## config.mk

```make
export PLATFORM = sky130hd
export DESIGN_NAME = hwloop_bank
export DESIGN_NICKNAME = d
export VERILOG_FILES = /design/src/rtl/hwloop_bank.sv
export SDC_FILE = /design/constraint.sdc
export NUM_CORES = 1
export LEC_CHECK = 0
export CORE_MARGIN = 3
export CORE_UTILIZATION = 51
export CTS_BUF_LIST = sky130_fd_sc_hd__clkbuf_2
export CTS_CLUSTER_DIAMETER = 150
export DETAILED_ROUTE_END_ITERATION = 10
export PLACE_DENSITY = 0.8
export REMOVE_ABC_BUFFERS = 1
export SYNTH_ARGS = -nofsm -noshare
export SYNTH_HDL_FRONTEND = slang
export SYNTH_SLANG_ARGS = --single-unit
```

## constraint.sdc

```tcl
create_clock -name clk -period 3 [get_ports clk]
set_input_delay 0.6 -clock clk [delete_from_list [all_inputs] [get_ports clk]]
set_output_delay 0.6 -clock clk [all_outputs]
set_load 0.005 [all_outputs]
```

## src/rtl/hwloop_bank.sv

```systemverilog
module hwloop_bank #(
  parameter int NSLOT = 2,
  parameter int XLEN  = 32,
  parameter int IDW   = 2,
  parameter int STEP  = 4
) (
  input  logic                       clk,
  input  logic                       rst_n,
  input  logic                       op_valid_i,
  input  logic [2:0]                 funct3_i,
  input  logic [IDW-1:0]             slot_sel_i,
  input  logic [XLEN-1:0]            pc_i,
  input  logic [XLEN-1:0]            rs1_i,
  input  logic [XLEN-1:0]            imm_i_i,
  input  logic [XLEN-1:0]            imm_z_i,
  input  logic                       dec_req_i,
  input  logic [IDW-1:0]             dec_slot_i,
  input  logic                       stall_i,
  output logic [2:0]                 wr_en_o,
  output logic                       rs1_used_o,
  output logic                       illegal_o,
  output logic [NSLOT-1:0][XLEN-1:0] start_o,
  output logic [NSLOT-1:0][XLEN-1:0] end_o,
  output logic [NSLOT-1:0][XLEN-1:0] cnt_o
);

  localparam logic [2:0] OP_START  = 3'b000;
  localparam logic [2:0] OP_END    = 3'b001;
  localparam logic [2:0] OP_CNTREG = 3'b010;
  localparam logic [2:0] OP_CNTIMM = 3'b011;
  localparam logic [2:0] OP_SETREG = 3'b100;
  localparam logic [2:0] OP_SETIMM = 3'b101;
  localparam logic [XLEN-1:0] STEP_V = XLEN'(STEP);

  logic [2:0]      dec_en;
  logic            full;
  logic [XLEN-1:0] pc_off, start_val, end_val, cnt_val;

  always_comb begin
    dec_en    = 3'b000;
    illegal_o = 1'b0;
    unique case (funct3_i)
      OP_START:             dec_en = 3'b001;
      OP_END:               dec_en = 3'b010;
      OP_CNTREG, OP_CNTIMM: dec_en = 3'b100;
      OP_SETREG, OP_SETIMM: dec_en = 3'b111;
      default:              illegal_o = op_valid_i;
    endcase
  end

  assign wr_en_o    = op_valid_i ? dec_en : 3'b000;
  assign rs1_used_o = op_valid_i && (funct3_i == OP_CNTREG || funct3_i == OP_SETREG);
  assign full       = (funct3_i == OP_SETREG) || (funct3_i == OP_SETIMM);

  assign pc_off    = pc_i + imm_i_i;
  assign start_val = full ? pc_i + STEP_V : pc_off;
  assign end_val   = (funct3_i == OP_SETIMM) ? pc_i + (imm_z_i << 1) : pc_off;
  assign cnt_val   = (funct3_i == OP_CNTREG || funct3_i == OP_SETREG) ? rs1_i : imm_i_i;

  p_illegal_nowrite_r7: assert property (@(posedge clk) disable iff (!rst_n)
    illegal_o |-> (wr_en_o == 3'b000));

  for (genvar s = 0; s < NSLOT; s++) begin : g_slot
    logic hit, dec_hit;
    assign hit     = (slot_sel_i == IDW'(s));
    assign dec_hit = dec_req_i && !stall_i && (dec_slot_i == IDW'(s)) && (cnt_o[s] != '0);

    always_ff @(posedge clk or negedge rst_n) begin
      if (!rst_n) begin
        start_o[s] <= '0;
        end_o[s]   <= '0;
        cnt_o[s]   <= '0;
      end else begin
        if (hit && wr_en_o[0]) start_o[s] <= start_val;
        if (hit && wr_en_o[1]) end_o[s]   <= end_val;
        if (hit && wr_en_o[2]) cnt_o[s]   <= cnt_val;
        else if (dec_hit)      cnt_o[s]   <= cnt_o[s] - 1'b1;
      end
    end

    p_dec_step_r9: assert property (@(posedge clk) disable iff (!rst_n)
      (dec_req_i && !stall_i && dec_slot_i == IDW'(s) && !op_valid_i && cnt_o[s] != '0)
        |=> (cnt_o[s] == $past(cnt_o[s]) - 1'b1));

    p_zero_hold_r9: assert property (@(posedge clk) disable iff (!rst_n)
      (!op_valid_i && cnt_o[s] == '0) |=> (cnt_o[s] == '0));

    p_stall_hold_r10: assert property (@(posedge clk) disable iff (!rst_n)
      (stall_i && !op_valid_i) |=> $stable(cnt_o[s]));

    p_write_wins_r11: assert property (@(posedge clk) disable iff (!rst_n)
      (op_valid_i && wr_en_o[2] && slot_sel_i == IDW'(s)) |=> (cnt_o[s] == $past(cnt_val)));

    p_idle_stable_r7: assert property (@(posedge clk) disable iff (!rst_n)
      (!op_valid_i) |=> ($stable(start_o[s]) && $stable(end_o[s])));
  end

endmodule

```

After elaboration in Yosys (flattened, before gate mapping)
Cells that the tools add are included.
W data, S select, Z words.
{"block": "totals", "ff_bits": 192, "output_inout_bits": 197, "elab_cells": 53, "inputBits": 140}
{"block": "classes", "n_addsub": 5, "muxes": 10, "eq_ne": 7, "n_reduce_logical": 25}
{"operator": "$mux W32", "count": 7}
{"operator": "$add A32 B32 Y32", "count": 2}
{"operator": "$reduce_bool A32 Y1", "count": 2}
{"operator": "$sub A32 B1 Y32 const B", "count": 2}
{"operator": "$add A32 B3 Y32 const B", "count": 1}
{"operator": "$logic_and A1 B1 Y1", "count": 12}
{"operator": "$pmux W3 S4", "count": 1}
{"operator": "$eq A3 B2 Y1 const B", "count": 2}
{"operator": "$eq A3 B3 Y1 const B", "count": 2}
{"operator": "$reduce_or A6 Y1", "count": 1}
{"operator": "$eq A2 B1 Y1 const B", "count": 2}
{"operator": "$logic_not A2 Y1", "count": 2}
{"operator": "$reduce_bool A2 Y1", "count": 2}
{"operator": "$reduce_or A2 Y1", "count": 2}
{"operator": "$eq A3 B1 Y1 const B", "count": 1}
{"operator": "$logic_not A3 Y1", "count": 1}
{"operator": "$mux W3", "count": 1}
{"operator": "$logic_or A1 B1 Y1", "count": 2}
{"operator": "$logic_not A1 Y1", "count": 1}
{"operator": "$mux W1", "count": 1}

Depth between registers and ports, before layout
{"block": "depth", "depth_word": 6, "ltp_mapped": 12, "depth_no_buf": 12}

Worst setup path before layout
OpenSTA, ideal clock, no wires.
{"block": "synth_path", "kind": "input-to-reg", "start": "input port pc_i[0]", "end": "register start_o[26] (netlist bit)", "arrival_time_ns": 2.811, "setup_ns": 0.125, "stages": 11, "n_path_buf": 0, "required_ns": 2.875, "path_slack_ns": 0.064, "path_cell_list": "ha_1 fa_1 a21oi_1 or3_1 nand4b_1 o2111ai_1 nand2_1 a31oi_1 xor2_1 o21ai_0 mux2_2"}
{"block": "synth_via", "elab_chain_len": 2, "word_cells_on_any_way": 3, "classes_between": "2 x add/sub; 1 x mux"}
{"item": "start: declaration", "line_no": "12", "source": "input logic [XLEN-1:0] pc_i,"}
{"item": "$add A32 B32 Y32 / $add A32 B3 Y32 (equally long branches)", "line_no": "55, 56"}
{"item": "$mux W32 *", "line_no": "56", "source": "assign start_val = full ? pc_i + STEP_V : pc_off;"}
{"item": "end signal: indexed assignment", "line_no": "74", "source": "if (hit && wr_en_o[0]) start_o[s] <= start_val;"}
{"item": "end: declaration", "line_no": "22", "source": "output logic [NSLOT-1:0][XLEN-1:0] start_o,"}
Every way passes the cells marked *; elsewhere a longest branch is shown, timed or not.
A chain may end at the register's enable or synchronous reset.

Worst setup path after layout
{"block": "layout_path", "start": "input port imm_i_i[0]", "end": "register end_o[62] (netlist bit)"}
{"block": "layout_via", "elab_chain_len": 2}
{"item": "start: declaration", "line_no": "14", "source": "input logic [XLEN-1:0] imm_i_i,"}
{"item": "$add A32 B32 Y32", "line_no": "55", "source": "assign pc_off = pc_i + imm_i_i;"}
{"item": "$mux W32", "line_no": "57", "source": "assign end_val = (funct3_i == OP_SETIMM) ? pc_i + (imm_z_i << 1) : pc_off;"}
{"item": "end signal: indexed assignment", "line_no": "75", "source": "if (hit && wr_en_o[1]) end_o[s] <= end_val;"}
{"item": "end: declaration", "line_no": "23", "source": "output logic [NSLOT-1:0][XLEN-1:0] end_o,"}
Every way passes these cells.

==> out/qor.txt <==
Final net count: 2299
Max frequency: 339 MHz
Slew Limit Headroom: 57.0%
CTS tree: built
Worst Max-Slew Pin Slew: 0.645 ns
Ports: 337
Initial antenna violation count: 5
Cell area after synthesis: 13200 sq um
Slowest cell on the critical path: clkdlybuf4s50_1
Ratio of final minimum period to clock period: 98.5%
Clock power frac: 13.8%
Die X-Extent: 167 um
Count of final hold-check violations: 0
Clock Skew: 0.0585 ns
Pre-antenna DRT Iters: 8
Startpoint class of the critical path: input port
Final core utilization: 76.4%
Yosys warning count: 0
CP peak stage delay: 0.47 ns
Flop pwr share: 38.6%
Total Routing Usage GR: 33.9%
Synth top cells by count: nand2_1, dfrtp_1, o21ai_0
Setup_tns: 0 ns
FP Rows: 58
Via/cell ratio: 5.73
Complex-gate fraction of the synthesized area: 17.4%
Area Overhead vs Synth: 46.6%
Clock Tree Buf Depth: 2
Cells after Synth: 1531
Synth Area in XOR/XNOR: 9.45%
Pwr Total: 10.5 mW
Number of synthesized flops with an enable pin: 0
Cell taking the most area after synthesis: dfrtp_1
Syn Area/Cell: 8.60 sq um
Asr flop ratio synth: 100%
Die area: 27800 sq um
CP delay by family, top: compound AO/OA/AOI/OAI gates
Root Driver: clkbuf_2
WL final: 48500 um
Post-synth top area share: 36.5%
Final Critical Period: 2.95 ns
Peak supply drop: 0.391 mV
Main combinational cell family by area after synthesis: simple AND/OR/NAND/NOR gates
Worst hold path class: in -> reg
Most frequent cell after synthesis: nand2_1
Top cells by area, synth: dfrtp_1, nand2_1, ha_1
GP Congestion: 0.964
LEAKAGE: 8.75 nW
Post-DRT Antenna Nets: 0
Sw frac: 37.1%
Via count: 14.0k
Worst-path clk slew: 0.35 ns
Fin area: 19300 sq um
Comb power frac: 47.6%
Int Pwr: 6.61 mW
Max-Cap Viols: 0
Main flop type after synthesis: dfrtp_1
Crit path cell chain: clkdlybuf4s50_1 > ha_1 > fa_1 > a21oi_2 > or3_4 > nand4b_1 > o2111ai_2 > nand2_1 > buf_4 > a311o_1 > o2111ai_1 > nand3_1 > mux2_2
Post-synthesis simple-gate area fraction: 19.4%
DRT iter0 DRCs: 1505
Critical Path RT: 3.77 ns
Layout cells sized above 1: 18.7%
Outcome: finished, final reports clean
PortBufs: 335
Vias in the first global route: 13.9k
Critical Path AT: 3.72 ns
First-pass GRT wire length: 75400 um
PwrDens: 545 nW/um^2
Crit path buffers/inverters: 2
Post-synthesis sequential area ratio: 36.5%
Netlist cell types: 69
Critical path capture point type: register
Remaining DRCs: 0
Inserted Clock Buffers: 17
Pin count of the biggest net entering global routing: 75
Psw: 3.91 mW
Worst Path Max Fanout: 3
Routed length per instance: 19.9 um
Total grt overflow: 0
Final-report max-slew violation count: 0
Clk sinks: 192
Core Region: 25300 sq um
Setup Viol. Count Final: 0
Seq cells post-synth: 192
Die span in y: 167 um
Adder-Cell Fraction of Synth Area: 6.58%
Post-synthesis mux area share: 7.77%
Setup Crit Path Kind: in -> reg
Starting density of the core: 52.1%
Worst-Skew Late Latency: 0.82 ns
Cell Area, Placed: 18900 sq um
H-tree levels: 4
Post-DP HPWL: 38400 um
==> worst min-delay path: cells and delay by family <==
family	cells	cell delay, ns
buffers and inverters	1	0.19
AOI/OAI and AO/OA	1	0.15
muxes	1	0.16
==> stage by stage <==
stage | worst slack (ns) | instances | hold WS (ns)
after CTS | 0.0284 | 2431 | 0.258
after global routing | -0.00142 | 2439 | 0.209
after detailed placement | -0.931 | 2398 | 0.466
final | 0.0460 | 2439 | 0.280
after global placement | -0.886 | 2398 | 0.458
after floorplan | -0.753 | 1449 | 0.304
==> sequential cells by signal, summed over array words and instances (netlist names) <==
signal,flops
cnt_o,64
end_o,64
start_o,64
==> cell usage in the layout, fill, tap and decap left out, types with 40 or more instances in the layout <==
master and instances:
clkdlybuf4s50_1 333, buf_4 276, nand2_1 221, dfrtp_1 192
o21ai_0 158, nor2_1 107, a21oi_1 99, xor2_1 76
ha_1 66, xnor2_1 64, mux2i_1 55, mux2_2 42
nand3_1 40
==> per-layer routing <==
metal | track usage [%] | vias to the layer above | routed length, um
met5 | 0 | - | 0
met4 | 11.9 | 0 | 1490
met2 | 55.5 | 627 | 22600
met3 | 5.74 | 93 | 3610
li1 | - | 6559 | -
met1 | 45.8 | 6707 | 20800
==> final cells by class <==
class	instances	area, sq um
Antenna cell	5	12.5
Clock inverter	15	173
Sequential cell	192	4800
Timing Repair Buffer	623	5660
Fill cell	1911	5960
Clock buffer	17	85.1
Inverter	20	75.1
Multi-Input combinational cell	1237	8070
Tap cell	330	413
==> timing repair <==
action | CTS | global route
gates resized for setup | 1 | 14
pin swaps | 0 | 6
setup buffers | 0 | 3
hold buffers | 1 | 0
endpoints found under the setup margin | 1 | 34
hold endpoints to repair | 69 | 0
==> kinds of logic after synthesis <==
family,Yosys count
AND/OR/NAND/NOR,539
AO/OA/AOI/OAI,391
flip-flops,192
XOR/XNOR,142
buffers and inverters,102
multiplexers,97
adder cells (fa/ha/maj),68
==> power groups by stage <==
stage          clock, mW  combinational [mW]  sequential (mW)
6_report            1.45                5.01             4.06
5_1_grt             1.56                5.41             4.16
4_1_cts             1.47                4.97             4.04
3_5_place_dp           0                4.94             4.08
3_3_place_gp           0                4.83             4.04
2_1_floorplan          0                1.86             4.03
==> worst paths after layout <==
path | startpoint | endpoint | slack [ns] | cells past startpoint
setup / recovery | imm_i_i[0] | end_o[62]$_DFFE_PN0P_ | 0.05 | 13
hold / removal | pc_i[1] | start_o[33]$_DFFE_PN0P_ | 0.28 | 3
setup reg to reg | cnt_o[22]$_DFFE_PN0P_ | cnt_o[26]$_DFFE_PN0P_ | 0.14 | 9
hold reg to reg | start_o[19]$_DFFE_PN0P_ | start_o[19]$_DFFE_PN0P_ | 0.52 | 2
max in group asynchronous | rst_n | start_o[47]$_DFFE_PN0P_ | 1.92 | 3
min in group asynchronous | rst_n | cnt_o[27]$_DFFE_PN0P_ | 0.29 | 2
No activity file was read; power rests on OpenSTA's default activity.
